**config.mk**
```make
export PLATFORM = sky130hd
export DESIGN_NAME = irq_prio_select
export DESIGN_NICKNAME = d
export VERILOG_FILES = /design/src/rtl/irq_prio_select.sv
export SDC_FILE = /design/constraint.sdc
export NUM_CORES = 1
export LEC_CHECK = 0
export BUFFER_PORTS_ARGS = -buffer_cell sky130_fd_sc_hd__buf_2
export CAP_MARGIN = 20
export CORE_MARGIN = 4
export CORE_UTILIZATION = 30
export CTS_BUF_LIST = sky130_fd_sc_hd__clkbuf_8
export DETAILED_ROUTE_END_ITERATION = 8
export PLACE_DENSITY = 0.58
export SETUP_SLACK_MARGIN = 0.4
export SYNTH_ARGS = -nofsm -noshare
export SYNTH_HDL_FRONTEND = slang
export SYNTH_SLANG_ARGS = --single-unit
```
**constraint.sdc**
```tcl
create_clock -name clk -period 0.8 [get_ports clk]
set_clock_uncertainty 0.05 [all_clocks]
set_input_delay 0 -clock clk [delete_from_list [all_inputs] [get_ports clk]]
set_output_delay 0 -clock clk [all_outputs]
set_load 0.01 [all_outputs]
```
**src/rtl/irq_prio_select.sv**
```systemverilog
module irq_prio_select #(
  parameter int NSRC = 31,
  parameter int PW   = 4,
  parameter bit PIPE = 1'b1
) (
  input  logic                   clk,
  input  logic                   rst_n,
  input  logic [NSRC:0]          pend_i,
  input  logic [NSRC:0]          claim_i,
  input  logic [(NSRC+1)*PW-1:0] prio_i,
  input  logic [PW-1:0]          thresh_i,
  output logic [$clog2(NSRC+1)-1:0] win_id_o,
  output logic [PW-1:0]          win_prio_o,
  output logic                   win_valid_o,
  output logic                   irq_o
);
  localparam int IDW    = $clog2(NSRC+1);
  localparam int LEAVES = 1 << IDW;
  localparam int NODES  = 2 * LEAVES;

  logic [LEAVES-1:0] elig;
  logic [PW-1:0]     lp [LEAVES];
  logic [IDW-1:0]    li [LEAVES];

  for (genvar i = 0; i < LEAVES; i++) begin : g_leaf
    if (i >= 1 && i <= NSRC) begin : g_real
      assign lp[i]   = prio_i[i*PW +: PW];
      assign elig[i] = pend_i[i] & ~claim_i[i] & (prio_i[i*PW +: PW] != '0);
    end else begin : g_pad
      assign lp[i]   = '0;
      assign elig[i] = 1'b0;
    end
    assign li[i] = IDW'(i);
  end

  logic           nv  [NODES];
  logic [PW-1:0]  npr [NODES];
  logic [IDW-1:0] nid [NODES];
  logic           take_r;

  always_comb begin
    take_r = 1'b0;
    nv[0]  = 1'b0;
    npr[0] = '0;
    nid[0] = '0;
    for (int i = 0; i < LEAVES; i++) begin
      nv[LEAVES+i]  = elig[i];
      npr[LEAVES+i] = lp[i];
      nid[LEAVES+i] = li[i];
    end
    for (int n = LEAVES-1; n >= 1; n--) begin
      take_r = nv[2*n+1] && (!nv[2*n] || (npr[2*n+1] > npr[2*n]));
      nv[n]  = nv[2*n] | nv[2*n+1];
      npr[n] = take_r ? npr[2*n+1] : npr[2*n];
      nid[n] = take_r ? nid[2*n+1] : nid[2*n];
    end
  end

  logic           sel_valid;
  logic [IDW-1:0] sel_id;
  logic [PW-1:0]  sel_prio;
  logic           sel_irq;

  assign sel_valid = nv[1];
  assign sel_id    = nv[1] ? nid[1] : '0;
  assign sel_prio  = nv[1] ? npr[1] : '0;
  assign sel_irq   = sel_valid && (sel_prio > thresh_i);

  if (PIPE) begin : g_reg
    always_ff @(posedge clk or negedge rst_n) begin
      if (!rst_n) begin
        win_valid_o <= 1'b0;
        win_id_o    <= '0;
        win_prio_o  <= '0;
        irq_o       <= 1'b0;
      end else begin
        win_valid_o <= sel_valid;
        win_id_o    <= sel_id;
        win_prio_o  <= sel_prio;
        irq_o       <= sel_irq;
      end
    end
  end else begin : g_comb
    assign win_valid_o = sel_valid;
    assign win_id_o    = sel_id;
    assign win_prio_o  = sel_prio;
    assign irq_o       = sel_irq;
  end


  none_idle_chk: assert property (@(posedge clk) disable iff (!rst_n)
    !sel_valid |-> (elig == '0));


  winner_live_chk: assert property (@(posedge clk) disable iff (!rst_n)
    sel_valid |-> (pend_i[sel_id] && !claim_i[sel_id]));


  no_zero_id_chk: assert property (@(posedge clk) disable iff (!rst_n)
    sel_valid |-> (sel_id != '0 && int'(sel_id) <= NSRC));


  prio_match_chk: assert property (@(posedge clk) disable iff (!rst_n)
    sel_valid |-> (sel_prio == prio_i[sel_id*PW +: PW] && sel_prio != '0));


  irq_has_win_chk: assert property (@(posedge clk) disable iff (!rst_n)
    irq_o |-> win_valid_o);
endmodule

```
==> flow_metrics.tcl, run 1 <==
set metrics [dict create \
    run_status "finished, violations left" \
    failed_checks "negative hold slack, negative setup slack" \
    maxcap_viol_count 0 \
    clock-root-buffer "clkbuf_8" \
    timing.critical_path.slowest_cell_delay_ns 0.34 \
    routed_len_inst_microns 13.3 \
    place.gp.congestion 0.900 \
    fp.coreArea_sq_um 20200 \
    synth.area.top_cells "ha_1 (24%), mux2i_1 (10%), inv_1 (7.1%), a21oi_1 (5.5%), dfrtp_1 (4.5%)" \
    stdcell_count 1742 \
    first_global_vias 8198 \
    number_of_ports_placed_on_the_die_boundary 209 \
    ant_nets 0 \
    die_area_sq_um 22800 \
    synth_compound_area_share_pct 24.2 \
    start_util_pct 30.4 \
    vias_per_cell 4.88 \
    setup-violations-final 13 \
    synth_adder_area_share_pct 24.4 \
    placement.setup.worst_slack_ns -7.54 \
    worst_ir_drop_vdd_uv 1870 \
    global_route_wire_length_before_repair_mm 35.4 \
    grt_antenna_before_repair 0 \
    setup.worst_path.end "irq_o" \
    ys.flop_type "dfrtp_1" \
    clockBufferDepth 2 \
    dr.pass1.iters 5 \
    setup.worst_path.end_class "register" \
    fin_crit_sh_pct 999 \
    mappedNetlistNets 1166 \
    route.final.wire_length_mm 23.2 \
    groute.usage.overall_pct 18.1 \
    synth-edff-count 0 \
    synth.lib_cells_used.distinct 70 \
    min_path_type "in -> async" \
    yosysSeqAreaShare_pct 4.49 \
    leakage_nw 6.15 \
    synthCells 849 \
    dpl.hpwl_mm 19.2 \
    syn_to_final_growth_pct 92.2 \
    worst_slew_pin_slew_ns 0.522 \
    detail_route.drc_violations 0 \
    worst_ep_arrival_time_ns 8.07 \
    ys.warnings.count 0 \
    synth_largest_area_cell "ha_1" \
    slew_headroom_pct 64.7 \
    critical_path_peak_fanout 5 \
    min_period_ns 7.99 \
    p_per_area_nw_per_um2 1950 \
    tritoncts_num_sinks 11 \
    synth_mux_area_share_pct 12.4 \
    dominant_combinational_cell_family_by_area_after_synthesis "simple AND/OR/NAND/NOR gates" \
    synth_seq_cells 11 \
    critical_path.n_buffers_inverters 7 \
    setup-tns-final_ns -66.45 \
    crit_start "prio_i[121]" \
    path_class "in -> reg" \
    cts-buffers-inserted 3 \
    timing.critical_path.required_ns 0.87 \
    setup_ws_ns -7.19 \
    core.rowCount 52 \
    cts.htree.levels 1 \
    vias 8497 \
    post_synth_instance_area_sq_um 6130 \
    dr.first_iter.drc_count 366 \
    post-layout-total-power_mw 23.0 \
    worstSetupPathDepth 56 \
    critical-path-top-delay-family "compound AO/OA/AOI/OAI gates" \
    die_w_microns 151 \
    yosys.area_share.simple_pct 26.5 \
    cts_tree "built" \
    fmaxAchievable_mhz 125 \
    post_synth_xor_area_fraction_pct 0.286 \
    port_buffers 202 \
    final_hold_viol_count 11 \
    post_route_core_utilization_pct 58.5 \
    grt_max_degree 12 \
    hold-worst-slack_ns -0.428 \
    cp_slowest_cell "mux2_4" \
    gr-total-overflow 0 \
    slew_viol_final 0 \
    placed_cells 1694 \
    synth_top_area_share_pct 24.3 \
    grt_setup_unrepaired "yes" \
    startpoint_type "input pin" \
    layout-drive-gt1-share_pct 55.3 \
    path_clk_slew_ns 0.05 \
    die_h_microns 151 \
    syn_avg_cell_area_sq_um 7.23 \
    nNetsFinal 1789 \
    synth-async-reset-ratio_pct 100 \
]
-- final cells by class --
type | count | area, sq um
fillers | 1843 | 8380
multi-input cells | 714 | 6300
repair buffers | 626 | 4380
inverters | 116 | 450
well taps | 270 | 338
flip-flops and latches | 11 | 275
clock buffers | 3 | 41.3
clock inverters | 1 | 3.75
diodes | 1 | 2.50
-- through the flow --
stage / instance area [sq um] / hold WS [ns]
6_report: 11800 / -0.428
5_1_grt: 11800 / -0.414
4_1_cts: 11000 / -0.425
3_5_place_dp: 10500 / -0.178
3_3_place_gp: 10500 / -0.179
2_1_floorplan: 6340 / -0.346
-- synth_stat cells (10+ instances only) --
cell,n
o21ai_0,50
dfrtp_1,11
nor2_1,69
nand3b_1,10
nand2_1,36
inv_1,116
or4_1,10
a21oi_1,68
nand4_1,15
o21a_1,31
ha_1,119
mux2i_1,64
nor4_1,18
nand2b_1,33
nor2b_1,43
nand3_1,10
and2_1,10
-- what timing repair did --
item | in CTS | in global routing
pin swaps | 41 | 80
resized for setup | 84 | 146
setup buffers | 17 | 26
endpoints found under the setup margin | 22 | 22
endpoints found under the hold margin | 11 | 11
-- worst min-delay path by stage --
stage | start | to | slack (ns) | cells after the start
after floorplan | rst_n | irq_o | -0.35 | 0
after global placement | rst_n | win_prio_o[1] | -0.18 | 1
after detailed placement | rst_n | win_prio_o[3] | -0.18 | 1
after CTS | rst_n | win_id_o[3] | -0.43 | 1
after global routing | rst_n | win_prio_o[3] | -0.41 | 1
final | rst_n | win_prio_o[3] | -0.43 | 1
-- logic make-up after synthesis --
group | after synthesis
and+or+nand+nor | 288
AOI/OAI and AO/OA | 230
buffers and inverters | 124
adders and majority gates | 120
muxes | 74
DFF | 11
xor gates and xnor gates | 2
-- flip-flops by register name, summed over array words and instances (netlist names) --
signal       count
irq_o            1
win_id_o         5
win_prio_o       4
win_valid_o      1
-- cells in the final DEF (no fill, tap or decap), types with 8 or more instances in the layout --
| cell | count |
|---|---|
| nor2_1 | 60 |
| ha_1 | 98 |
| nand2b_1 | 31 |
| nand4_1 | 15 |
| nor2b_4 | 13 |
| nand3_1 | 9 |
| dfrtp_1 | 11 |
| o21ai_2 | 21 |
| or4_1 | 8 |
| a21oi_1 | 38 |
| o21a_1 | 31 |
| inv_1 | 107 |
| buf_4 | 406 |
| mux2i_2 | 23 |
| mux2i_1 | 37 |
| o21ai_1 | 21 |
| buf_6 | 33 |
| ha_4 | 15 |
| o21ai_0 | 15 |
| nand2_1 | 33 |
| nor2b_1 | 28 |
| and2_1 | 10 |
| nor4_1 | 14 |
| a21oi_2 | 25 |
| nand3b_1 | 10 |
| buf_2 | 185 |
-- power by group --
| group | leakage (nW) | internal [mW] | switching, mW |
|---|---|---|---|
| logic | 5.99 | 12.1 | 9.36 |
| clock network | 0.0269 | 0.334 | 0.179 |
| registers | 0.129 | 0.909 | 0.134 |
| total | 6.15 | 13.4 | 9.67 |
-- layer usage --
| metal | up-vias | GRT usage, % | part of all wire, % |
|---|---|---|---|
| met1 | 3893 | 22.9 | 43 |
| met3 | 30 | 1.08 | 4.3 |
| met4 | 0 | 3.81 | 1.5 |
| li1 | 4364 | - | - |
| met5 | - | 0 | 0 |
| met2 | 210 | 33.6 | 51 |
Note: power is estimated with default switching activity, not from simulation.
==> run 2, diff against run 1 <==
--- a/config.mk
+++ b/config.mk
@@ -11,7 +11,7 @@
 export CORE_UTILIZATION = 30
 export CTS_BUF_LIST = sky130_fd_sc_hd__clkbuf_8
 export DETAILED_ROUTE_END_ITERATION = 8
-export PLACE_DENSITY = 0.58
+export PLACE_DENSITY = 0.53
 export SETUP_SLACK_MARGIN = 0.4
 export SYNTH_ARGS = -nofsm -noshare
 export SYNTH_HDL_FRONTEND = slang
==> run 2 against run 1 <==
The flow still finishes with violations (negative hold slack, negative setup slack); fmax up 0.48%; first-iteration DRC count down 47%; critical path depth down 2; sequential cell count unchanged; power up 1.9%; sequential power about the same; sequential share of layout area about the same; cell count up 0.92%; wire length up 0.63%; clock-buffer cell count unchanged; clock power up 4.7%; setup slack better by 0.038 ns.
==> flow_metrics.tcl, run 2 (synthesis results as in run 1) <==
set metrics [dict create \
    run_status "finished, violations left" \
    failed_checks "negative hold slack, negative setup slack" \
    gr-total-overflow 0 \
    min_period_ns 7.96 \
    slew_headroom_pct 62.5 \
    largest-register "win_id_o" \
    startpoint_type "input pin" \
    first_global_vias 8108 \
    critical-path-top-delay-family "compound AO/OA/AOI/OAI gates" \
    stdcell_area_sq_um 12000 \
    layout_commonest_cell "buf_4" \
    clockBufferDepth 2 \
    timing.critical_path.required_ns 0.88 \
    syn_to_final_growth_pct 96.1 \
    fin_crit_sh_pct 995 \
    cp_slowest_cell "mux2i_1" \
    p_per_area_nw_per_um2 1950 \
    setup_ws_ns -7.16 \
    start_util_pct 30.4 \
    largest_reg_flops 5 \
    fp.coreArea_sq_um 20200 \
    hold-worst-slack_ns -0.436 \
    worst_slew_pin_slew_ns 0.555 \
    vias_per_cell 4.80 \
    dr.pass1.iters 5 \
    number_of_ports_placed_on_the_die_boundary 209 \
    port_buffers 202 \
    worst_ir_drop_vdd_uv 1760 \
    die_w_microns 151 \
    path_class "in -> reg" \
    groute.usage.overall_pct 17.7 \
    critical_path.n_buffers_inverters 4 \
    largest_registers "win_id_o (5), win_prio_o (4)" \
    cts_tree "built" \
    core.rowCount 52 \
    detail_route.drc_violations 0 \
    min_path_type "in -> async" \
    ant_nets 0 \
    leakage_nw 6.25 \
    post_route_core_utilization_pct 59.6 \
    layout-drive-gt1-share_pct 56.1 \
    route.final.wire_length_mm 23.3 \
    setup-violations-final 15 \
    crit_start "prio_i[101]" \
    tritoncts_num_sinks 11 \
    final_cell_mix "buf_4 (426), buf_2 (186), inv_1 (107)" \
    crit_top_cell "nand2b_1" \
    final_hold_viol_count 11 \
    path_clk_slew_ns 0.05 \
    dpl_cell_area_sq_um 10600 \
    fmaxAchievable_mhz 126 \
    grt_antenna_before_repair 1 \
    final.fill_count 1845 \
    cts.htree.levels 1 \
    die_h_microns 151 \
    placement.setup.worst_slack_ns -7.55 \
    grt_max_degree 12 \
    timing.critical_path.slowest_cell_delay_ns 0.38 \
    setup.worst_path.end_class "register" \
    place.gp.congestion 0.840 \
    nNetsFinal 1805 \
    dpl.hpwl_mm 19.2 \
    maxcap_viol_count 0 \
    die_area_sq_um 22800 \
    global_route_wire_length_before_repair_mm 34.7 \
    slew_viol_final 0 \
    routed_len_inst_microns 13.3 \
    grt_setup_unrepaired "yes" \
    critical_path_peak_fanout 5 \
    clock-root-buffer "clkbuf_8" \
    worst_ep_arrival_time_ns 8.03 \
    vias 8442 \
    dr.first_iter.drc_count 194 \
    cts-buffers-inserted 3 \
]
## run 2: changes by cell type in the layout (fill, tap and decap cells not counted), sizes merged
cell  before  now
buf      626  642
## run 2: worst max path at each step
stage,endpoint,slack [ns],cells after the start
6_report,irq_o,-7.16,54
5_1_grt,irq_o,-7.61,59
4_1_cts,irq_o,-7.13,54
3_5_place_dp,irq_o,-7.55,56
3_3_place_gp,irq_o,-7.32,54
2_1_floorplan,irq_o,-6.99,59
## run 2: layout make-up
| class | count | area, sq um | area share (%) |
|---|---|---|---|
| timing repair buffer | 642 | 4480 | 37.3 |
| clock buffer | 3 | 41.3 | 0.343 |
| inverter | 116 | 450 | 3.74 |
| antenna | 1 | 2.50 | 0.0208 |
| clock inverter | 1 | 3.75 | 0.0312 |
| tap | 270 | 338 | 2.81 |
| sequential | 11 | 275 | 2.29 |
| multi-input combinational | 714 | 6430 | 53.5 |
## run 2: metal layers
layer / global-route usage (%) / vias up / wire [microns]
li1: - / 4406 / -
met1: 22.4 / 3855 / 10000
met2: 33.8 / 154 / 12100
met3: 0.748 / 25 / 837
met4: 2.67 / 2 / 280
met5: 0 / - / 13
## run 2: timing repair
action | 4_1_cts | 5_1_grt
pin swaps | 37 | 95
setup endpoints to repair | 22 | 22
hold endpoints to repair | 11 | 11
setup buffers | 17 | 29
gates resized for setup | 58 | 181
## run 2: report_power, final
group | leakage, nW | switching (mW) | internal, mW
combinational | 6.09 | 9.39 | 12.5
sequential | 0.129 | 0.151 | 0.909
clock | 0.0269 | 0.201 | 0.336
total | 6.25 | 9.74 | 13.7
## run 2: metrics by stage
stage	cells	power [mW]	setup TNS (ns)
final	1758	23.5	-66.51
after global routing	1757	25.4	-70.45
after CTS	1728	19.5	-65.98
after detailed placement	1707	16.7	-70.05
after global placement	1707	16.4	-68.43
after floorplan	849	9.52	-62.19
